## config.mk

```make
export PLATFORM = sky130hd
export DESIGN_NAME = i2c_pec_master
export DESIGN_NICKNAME = d
export VERILOG_FILES = /design/src/rtl/i2c_pec_master.sv
export SDC_FILE = /design/constraint.sdc
export NUM_CORES = 1
export LEC_CHECK = 0
export BUFFER_PORTS_ARGS = -buffer_cell sky130_fd_sc_hd__buf_2
export CAP_MARGIN = 20
export CELL_PAD_IN_SITES_DETAIL_PLACEMENT = 2
export CELL_PAD_IN_SITES_GLOBAL_PLACEMENT = 2
export CORE_ASPECT_RATIO = 0.75
export CORE_MARGIN = 1.5
export CORE_UTILIZATION = 33
export CTS_CLUSTER_SIZE = 8
export DETAILED_ROUTE_END_ITERATION = 10
export PLACE_DENSITY_LB_ADDON = 0.1
export SLEW_MARGIN = 5
export SYNTH_ARGS = -nofsm -noshare
export SYNTH_HDL_FRONTEND = slang
export SYNTH_SLANG_ARGS = --single-unit
```

## constraint.sdc

```tcl
create_clock -name clk -period 2.4 [get_ports clk]
set_input_delay 0.12 -clock clk [delete_from_list [all_inputs] [get_ports clk]]
set_output_delay 0.12 -clock clk [all_outputs]
set_load 0.005 [all_outputs]
```

## src/rtl/i2c_pec_master.sv

```systemverilog
module i2c_pec_master #(
  parameter int QTR_STD  = 313,
  parameter int QTR_FAST = 79
)(
  input  logic       clk,
  input  logic       rst_n,
  input  logic       fast_mode,
  input  logic       ten_bit,
  input  logic [9:0] addr,
  input  logic       cmd_valid,
  input  logic [2:0] cmd,
  input  logic [7:0] wdata,
  input  logic       nack_last,
  input  logic       pec_en,
  output logic       busy,
  output logic       done,
  output logic [7:0] rdata,
  output logic [7:0] pec,
  output logic       err_arb,
  output logic       err_nack,
  output logic       err_pec,
  output logic       err_irq,
  output logic       scl_oe,
  output logic       sda_oe,
  input  logic       sda_i
);
  localparam int CW = $clog2(QTR_STD + 1);
  localparam logic [CW-1:0] LIM_STD  = CW'(QTR_STD - 1);
  localparam logic [CW-1:0] LIM_FAST = CW'(QTR_FAST - 1);
  localparam logic [2:0] C_START = 3'd0, C_ADDR_R = 3'd2,
                         C_WRITE = 3'd3, C_READ = 3'd4, C_STOP = 3'd5;

  typedef enum logic [1:0] {S_IDLE, S_START, S_BIT, S_STOP} state_t;

  state_t        st;
  logic [2:0]    op;
  logic [1:0]    step, ph;
  logic [3:0]    bitn;
  logic [7:0]    sh;
  logic [CW-1:0] cnt;
  logic [9:0]    addr_r;
  logic [1:0]    sync;
  logic          ten_r, nack_r, pec_r, on_bus;
  logic          tick, txbit, smp, fb;

  assign busy    = st != S_IDLE;
  assign err_irq = err_arb | err_nack | err_pec;
  assign tick    = busy && (cnt == (fast_mode ? LIM_FAST : LIM_STD));
  assign smp     = sync[1];
  assign fb      = pec[7] ^ smp;
  assign txbit   = (bitn < 4'd8) ? (op == C_READ || sh[7]) : (op != C_READ || nack_r);

  always_ff @(posedge clk or negedge rst_n)
    if (!rst_n) sync <= 2'b11;
    else        sync <= {sync[0], sda_i};

  always_ff @(posedge clk or negedge rst_n) begin
    if (!rst_n) begin
      st <= S_IDLE;  op <= '0;  step <= '0;  ph <= '0;  bitn <= '0;
      sh <= '0;  cnt <= '0;  addr_r <= '0;  rdata <= '0;  pec <= '0;
      ten_r <= 1'b0;  nack_r <= 1'b0;  pec_r <= 1'b0;  on_bus <= 1'b0;
      err_arb <= 1'b0;  err_nack <= 1'b0;  err_pec <= 1'b0;
      done <= 1'b0;  scl_oe <= 1'b0;  sda_oe <= 1'b0;
    end else begin
      done <= 1'b0;
      if (!busy) begin
        if (cmd_valid && cmd <= C_STOP) begin
          op <= cmd;  step <= '0;  ph <= '0;  cnt <= '0;  bitn <= '0;
          ten_r <= ten_bit;  addr_r <= addr;  nack_r <= nack_last;  pec_r <= pec_en;
          sh <= (cmd == C_WRITE) ? wdata :
                (cmd == C_READ)  ? 8'hFF :
                ten_bit          ? {5'b11110, addr[9:8], 1'b0} :
                                   {addr[6:0], cmd == C_ADDR_R};
          st <= (cmd == C_START) ? S_START : (cmd == C_STOP) ? S_STOP : S_BIT;
          if (cmd == C_START && !on_bus) begin
            pec <= '0;  err_arb <= 1'b0;  err_nack <= 1'b0;  err_pec <= 1'b0;
          end
        end
      end else if (!tick) begin
        cnt <= cnt + 1'b1;
      end else begin
        cnt <= '0;
        ph  <= ph + 2'd1;
        unique case (st)
          S_START:
            case (ph)
              2'd0: scl_oe <= on_bus;
              2'd1: sda_oe <= 1'b0;
              2'd2: scl_oe <= 1'b0;
              default: begin
                sda_oe <= 1'b1;
                on_bus <= 1'b1;
                if (op == C_ADDR_R && step == 2'd2) begin
                  st <= S_BIT;  step <= 2'd3;  bitn <= '0;
                  sh <= {5'b11110, addr_r[9:8], 1'b1};
                end else begin
                  st <= S_IDLE;  done <= 1'b1;
                end
              end
            endcase
          S_STOP:
            case (ph)
              2'd0: scl_oe <= 1'b1;
              2'd1: sda_oe <= 1'b1;
              2'd2: scl_oe <= 1'b0;
              default: begin
                sda_oe <= 1'b0;  on_bus <= 1'b0;  st <= S_IDLE;  done <= 1'b1;
              end
            endcase
          S_BIT:
            case (ph)
              2'd0: scl_oe <= 1'b1;
              2'd1: sda_oe <= !txbit;
              2'd2: scl_oe <= 1'b0;
              default: begin
                bitn <= bitn + 4'd1;
                if (bitn < 4'd8) begin
                  sh  <= {sh[6:0], smp};
                  pec <= {pec[6:0], 1'b0} ^ (fb ? 8'h07 : 8'h00);
                  if (op != C_READ && sh[7] && !smp) begin
                    st <= S_IDLE;  done <= 1'b1;  err_arb <= 1'b1;
                    on_bus <= 1'b0;  sda_oe <= 1'b0;  scl_oe <= 1'b0;
                  end
                end else if (op == C_READ) begin
                  rdata <= sh;  st <= S_IDLE;  done <= 1'b1;
                  if (pec_r && pec != 8'd0) err_pec <= 1'b1;
                end else if (smp) begin
                  err_nack <= 1'b1;  st <= S_IDLE;  done <= 1'b1;
                end else if (op == C_WRITE && pec_r && step == 2'd0) begin
                  sh <= pec;  step <= 2'd1;  bitn <= '0;
                end else if (op != C_WRITE && ten_r && step == 2'd0) begin
                  sh <= addr_r[7:0];  step <= 2'd1;  bitn <= '0;
                end else if (op == C_ADDR_R && ten_r && step == 2'd1) begin
                  st <= S_START;  step <= 2'd2;
                end else begin
                  st <= S_IDLE;  done <= 1'b1;
                end
              end
            endcase
          default: st <= S_IDLE;
        endcase
      end
    end
  end
endmodule

```

==> impl_metrics.py <==
metrics = {
    "run_status": {
        "outcome": "completed",
    },
    "clock_network": {
        "htree_levels": 3,
        "cts_setup_buffers": 0,
        "root_buffer": "clkbuf_16",
        "cts.sinks": 68,
        "cts_made_buffers": 9,
        "clk_latency_ps": 340,
        "cts_buffer_depth": 2,
        "clk_pin_slew_ps": 60,
        "cts_tree": "done",
    },
    "global_routing": {
        "grt_max_degree": 47,
        "grt_pass1_vias": 3687,
        "grt_overflow_total": 0,
        "grt_pass1_wl_um": 21600,
        "antenna_found_initial": 0,
        "track_usage": 0.231,
    },
    "hold_path": {
        "hold_end": "addr_r[7]",
        "holdPathStages": 2,
        "hold_path.class": "input pin to flop",
        "hold_path.startpoint": "addr[7]",
    },
    "sta": {
        "slew_headroom": 0.575,
        "skew_ps": 8.48,
        "worstMarginPinSlew_ps": 638,
        "max_freq_mhz": 436,
        "finalSetupViolCount": 0,
        "slew_violations": 0,
        "min_period_ps": 2290,
        "fin_crit_sh": 0.955,
        "rsz0062_at_grt": "true",
        "fin_hold_ws_ps": 19.0,
        "worst_slack_ps": 107,
        "finalHoldViolations": 0,
    },
    "place": {
        "preCtsSetupSlack_ps": 44.4,
        "dp.final_hpwl_um": 10100,
        "io_buffers": 52,
        "gp_congestion": 0.825,
    },
    "synth": {
        "async_flop_share": 1.00,
        "netlist-cell-type-count": 62,
        "netlist.area_leader.share": 0.427,
        "ys_top_cells_by_area": "dfrtp_1, mux2_2, o21ai_0",
        "netlist_instances": 379,
        "ys_seq_area_frac": 0.440,
        "synth_largest_area_cell": "dfrtp_1",
        "synth_area_um2": 3870,
        "postSynthAreaPerCell_um2": 10.2,
        "synth_edf_count": 0,
        "synth-seq-cells": 68,
        "syn_nets": 418,
        "synth-main-ff-cell": "dfrtp_1",
        "ys.warnings.count": 0,
    },
    "floorplanning": {
        "rows": 34,
        "die_height_um": 96.8,
        "initial_utilization": 0.336,
        "die_w_um": 128,
        "ios": 53,
        "die-area_um2": 12400,
        "core-area_um2": 11500,
    },
    "worst_setup_path": {
        "path_max_fanout": 9,
        "ff2ff_path_depth": 9,
        "path_class": "flop to flop",
        "r2r-start": "st[0]",
        "worstPathRequired_ps": 2640,
        "r2r_setup_slack_ps": 110,
        "crit_start": "st[0]",
        "crit_path_end_kind": "flop",
        "crit_path_start_kind": "flop",
        "r2r_end": "bitn[2]",
        "worstPathArrival_ps": 2530,
    },
    "drt": {
        "drc_errors": 0,
        "num_vias": 3322,
        "routed_via_density": 5.34,
        "wl_per_cell_um": 21.2,
        "wl_um": 13200,
        "first_iter_violations": 89,
        "postRouteAntennaNets": 0,
        "first_pass_iters": 4,
    },
    "run": {
        "cap_violations": 0,
    },
    "power": {
        "powerDensity_nw_per_um2": 530,
        "leakagePower_nw": 2.31,
        "totalPowerFinal_mw": 2.53,
        "peakVddDrop_v": 0.000315,
    },
    "final_layout": {
        "final_nets": 494,
        "fill_cells": 1251,
        "area_delta_synth_final_pct": 23.7,
        "antennaDiodeCount": 0,
        "drive_above_1_share": 0.320,
        "final_util": 0.415,
    },
}
-- worst max-delay path: stages (launching register included) --
cell and delay, ps:
dfrtp_1 370, inv_1 90, ha_1 230, nor3_2 230, nor3_1 80, a311o_1 330, a21o_1 230, buf_4 190
nand2b_1 200, o311ai_2 230
-- state kept, by name (all words and copies together) (netlist names) --
name / count
addr_r: 10
cnt: 9
pec: 8
rdata: 8
sh: 8
bitn: 4
op: 3
ph: 2
st: 2
step: 2
sync: 2
done: 1
err_arb: 1
err_nack: 1
err_pec: 1
nack_r: 1
on_bus: 1
pec_r: 1
scl_oe: 1
sda_oe: 1
ten_r: 1
-- logic make-up (layout without fill, tap and decap cells) --
family	after synthesis	after routing	synth area share
simple gates	123	123	0.177
mux	47	47	0.141
xor+xnor	4	4	0.00906
buf+inv	30	111	0.0330
fa+ha+maj	10	10	0.0323
compound gates	97	97	0.168
flops	68	68	0.440
-- stage by stage --
stage | TNS (ps) | std cells | instance area (µm²)
after floorplan | 0 | 379 | 3870
after CTS | 0 | 622 | 4770
final | 0 | 622 | 4780
after global routing | -8.71 | 622 | 4780
after detailed placement | 0 | 604 | 4470
after global placement | 0 | 604 | 4470
-- timing repair --
item	CTS	global route
resized for setup	0	6
hold buffers	2	0
endpoints found under the hold margin	23	0
endpoints found under the setup margin	0	23
-- layer usage --
metal	vias up	global-route usage	part of all wire	wire [µm]
li1	1550	-	-	-
met1	1701	0.331	0.50	6560
met2	55	0.362	0.46	6120
met3	16	0.0437	0.026	341
met4	0	0.0545	0.012	153
met5	-	0	0	0
-- worst max-delay path by stage --
stage | to | slack, ps
finish | bitn[2] | 110
detailed placement | bitn[2] | 40
floorplan | sh[0] | 200
CTS | bitn[2] | 30
global route | bitn[2] | -9
global placement | rdata[5] | 130
-- placed cells by master (no fill, tap or decap), drive strengths merged, types with 2 or more instances in the layout --
cell type | Yosys | routed
ha | 10 | 10
o31ai | 3 | 3
nand4 | 7 | 7
nand4b | 2 | 2
clkbuf | 10 | 9
dfrtp | 66 | 66
nand2b | 8 | 8
clkinv | 0 | 3
nor3b | 6 | 6
o21ai | 30 | 30
o32a | 2 | 2
xnor2 | 3 | 3
and2 | 2 | 2
a22o | 4 | 4
and3 | 2 | 2
o2111ai | 4 | 4
nor4 | 4 | 4
nand3b | 3 | 3
a2111oi | 2 | 2
o21a | 4 | 4
dfstp | 2 | 2
mux2 | 35 | 35
clkinvlp | 0 | 2
nor3 | 15 | 15
inv | 14 | 16
buf | 6 | 79
o22ai | 3 | 3
nor2b | 2 | 2
nand3 | 15 | 15
a31oi | 3 | 3
o22a | 2 | 2
nand2 | 33 | 33
a21o | 7 | 7
nor2 | 19 | 19
a21oi | 21 | 21
dlygate4sd3 | 0 | 2
mux2i | 12 | 12
a221oi | 2 | 2
-- Yosys cell counts, drive strengths merged, types with 6 or more instances --
| cell | number |
|---|---|
| o21ai | 30 |
| a21oi | 21 |
| nor2 | 19 |
| nor3 | 15 |
| mux2i | 12 |
| nand3 | 15 |
| nand4 | 7 |
| inv | 14 |
| ha | 10 |
| buf | 6 |
| dfrtp | 66 |
| nand2b | 8 |
| nand2 | 33 |
| a21o | 7 |
| mux2 | 35 |
| nor3b | 6 |
| clkbuf | 10 |
-- cell type report --
class / instances / area, µm² / share of cell area
Inverter: 14 / 52.6 / 0.0110
Multi-Input combinational cell: 281 / 2050 / 0.428
Clock inverter: 7 / 51.3 / 0.0107
Clock buffer: 9 / 225 / 0.0471
Tap cell: 162 / 203 / 0.0424
Timing Repair Buffer: 81 / 499 / 0.104
Sequential cell: 68 / 1700 / 0.356
-- power by group --
group / internal, mW / total [mW] / switching (mW)
clock network: 0.705 / 1.27 / 0.566
registers: 1.15 / 1.15 / 0.00390
logic: 0.0369 / 0.110 / 0.0727
total: 1.89 / 2.53 / 0.642
Power figures use the tool's default switching activity.
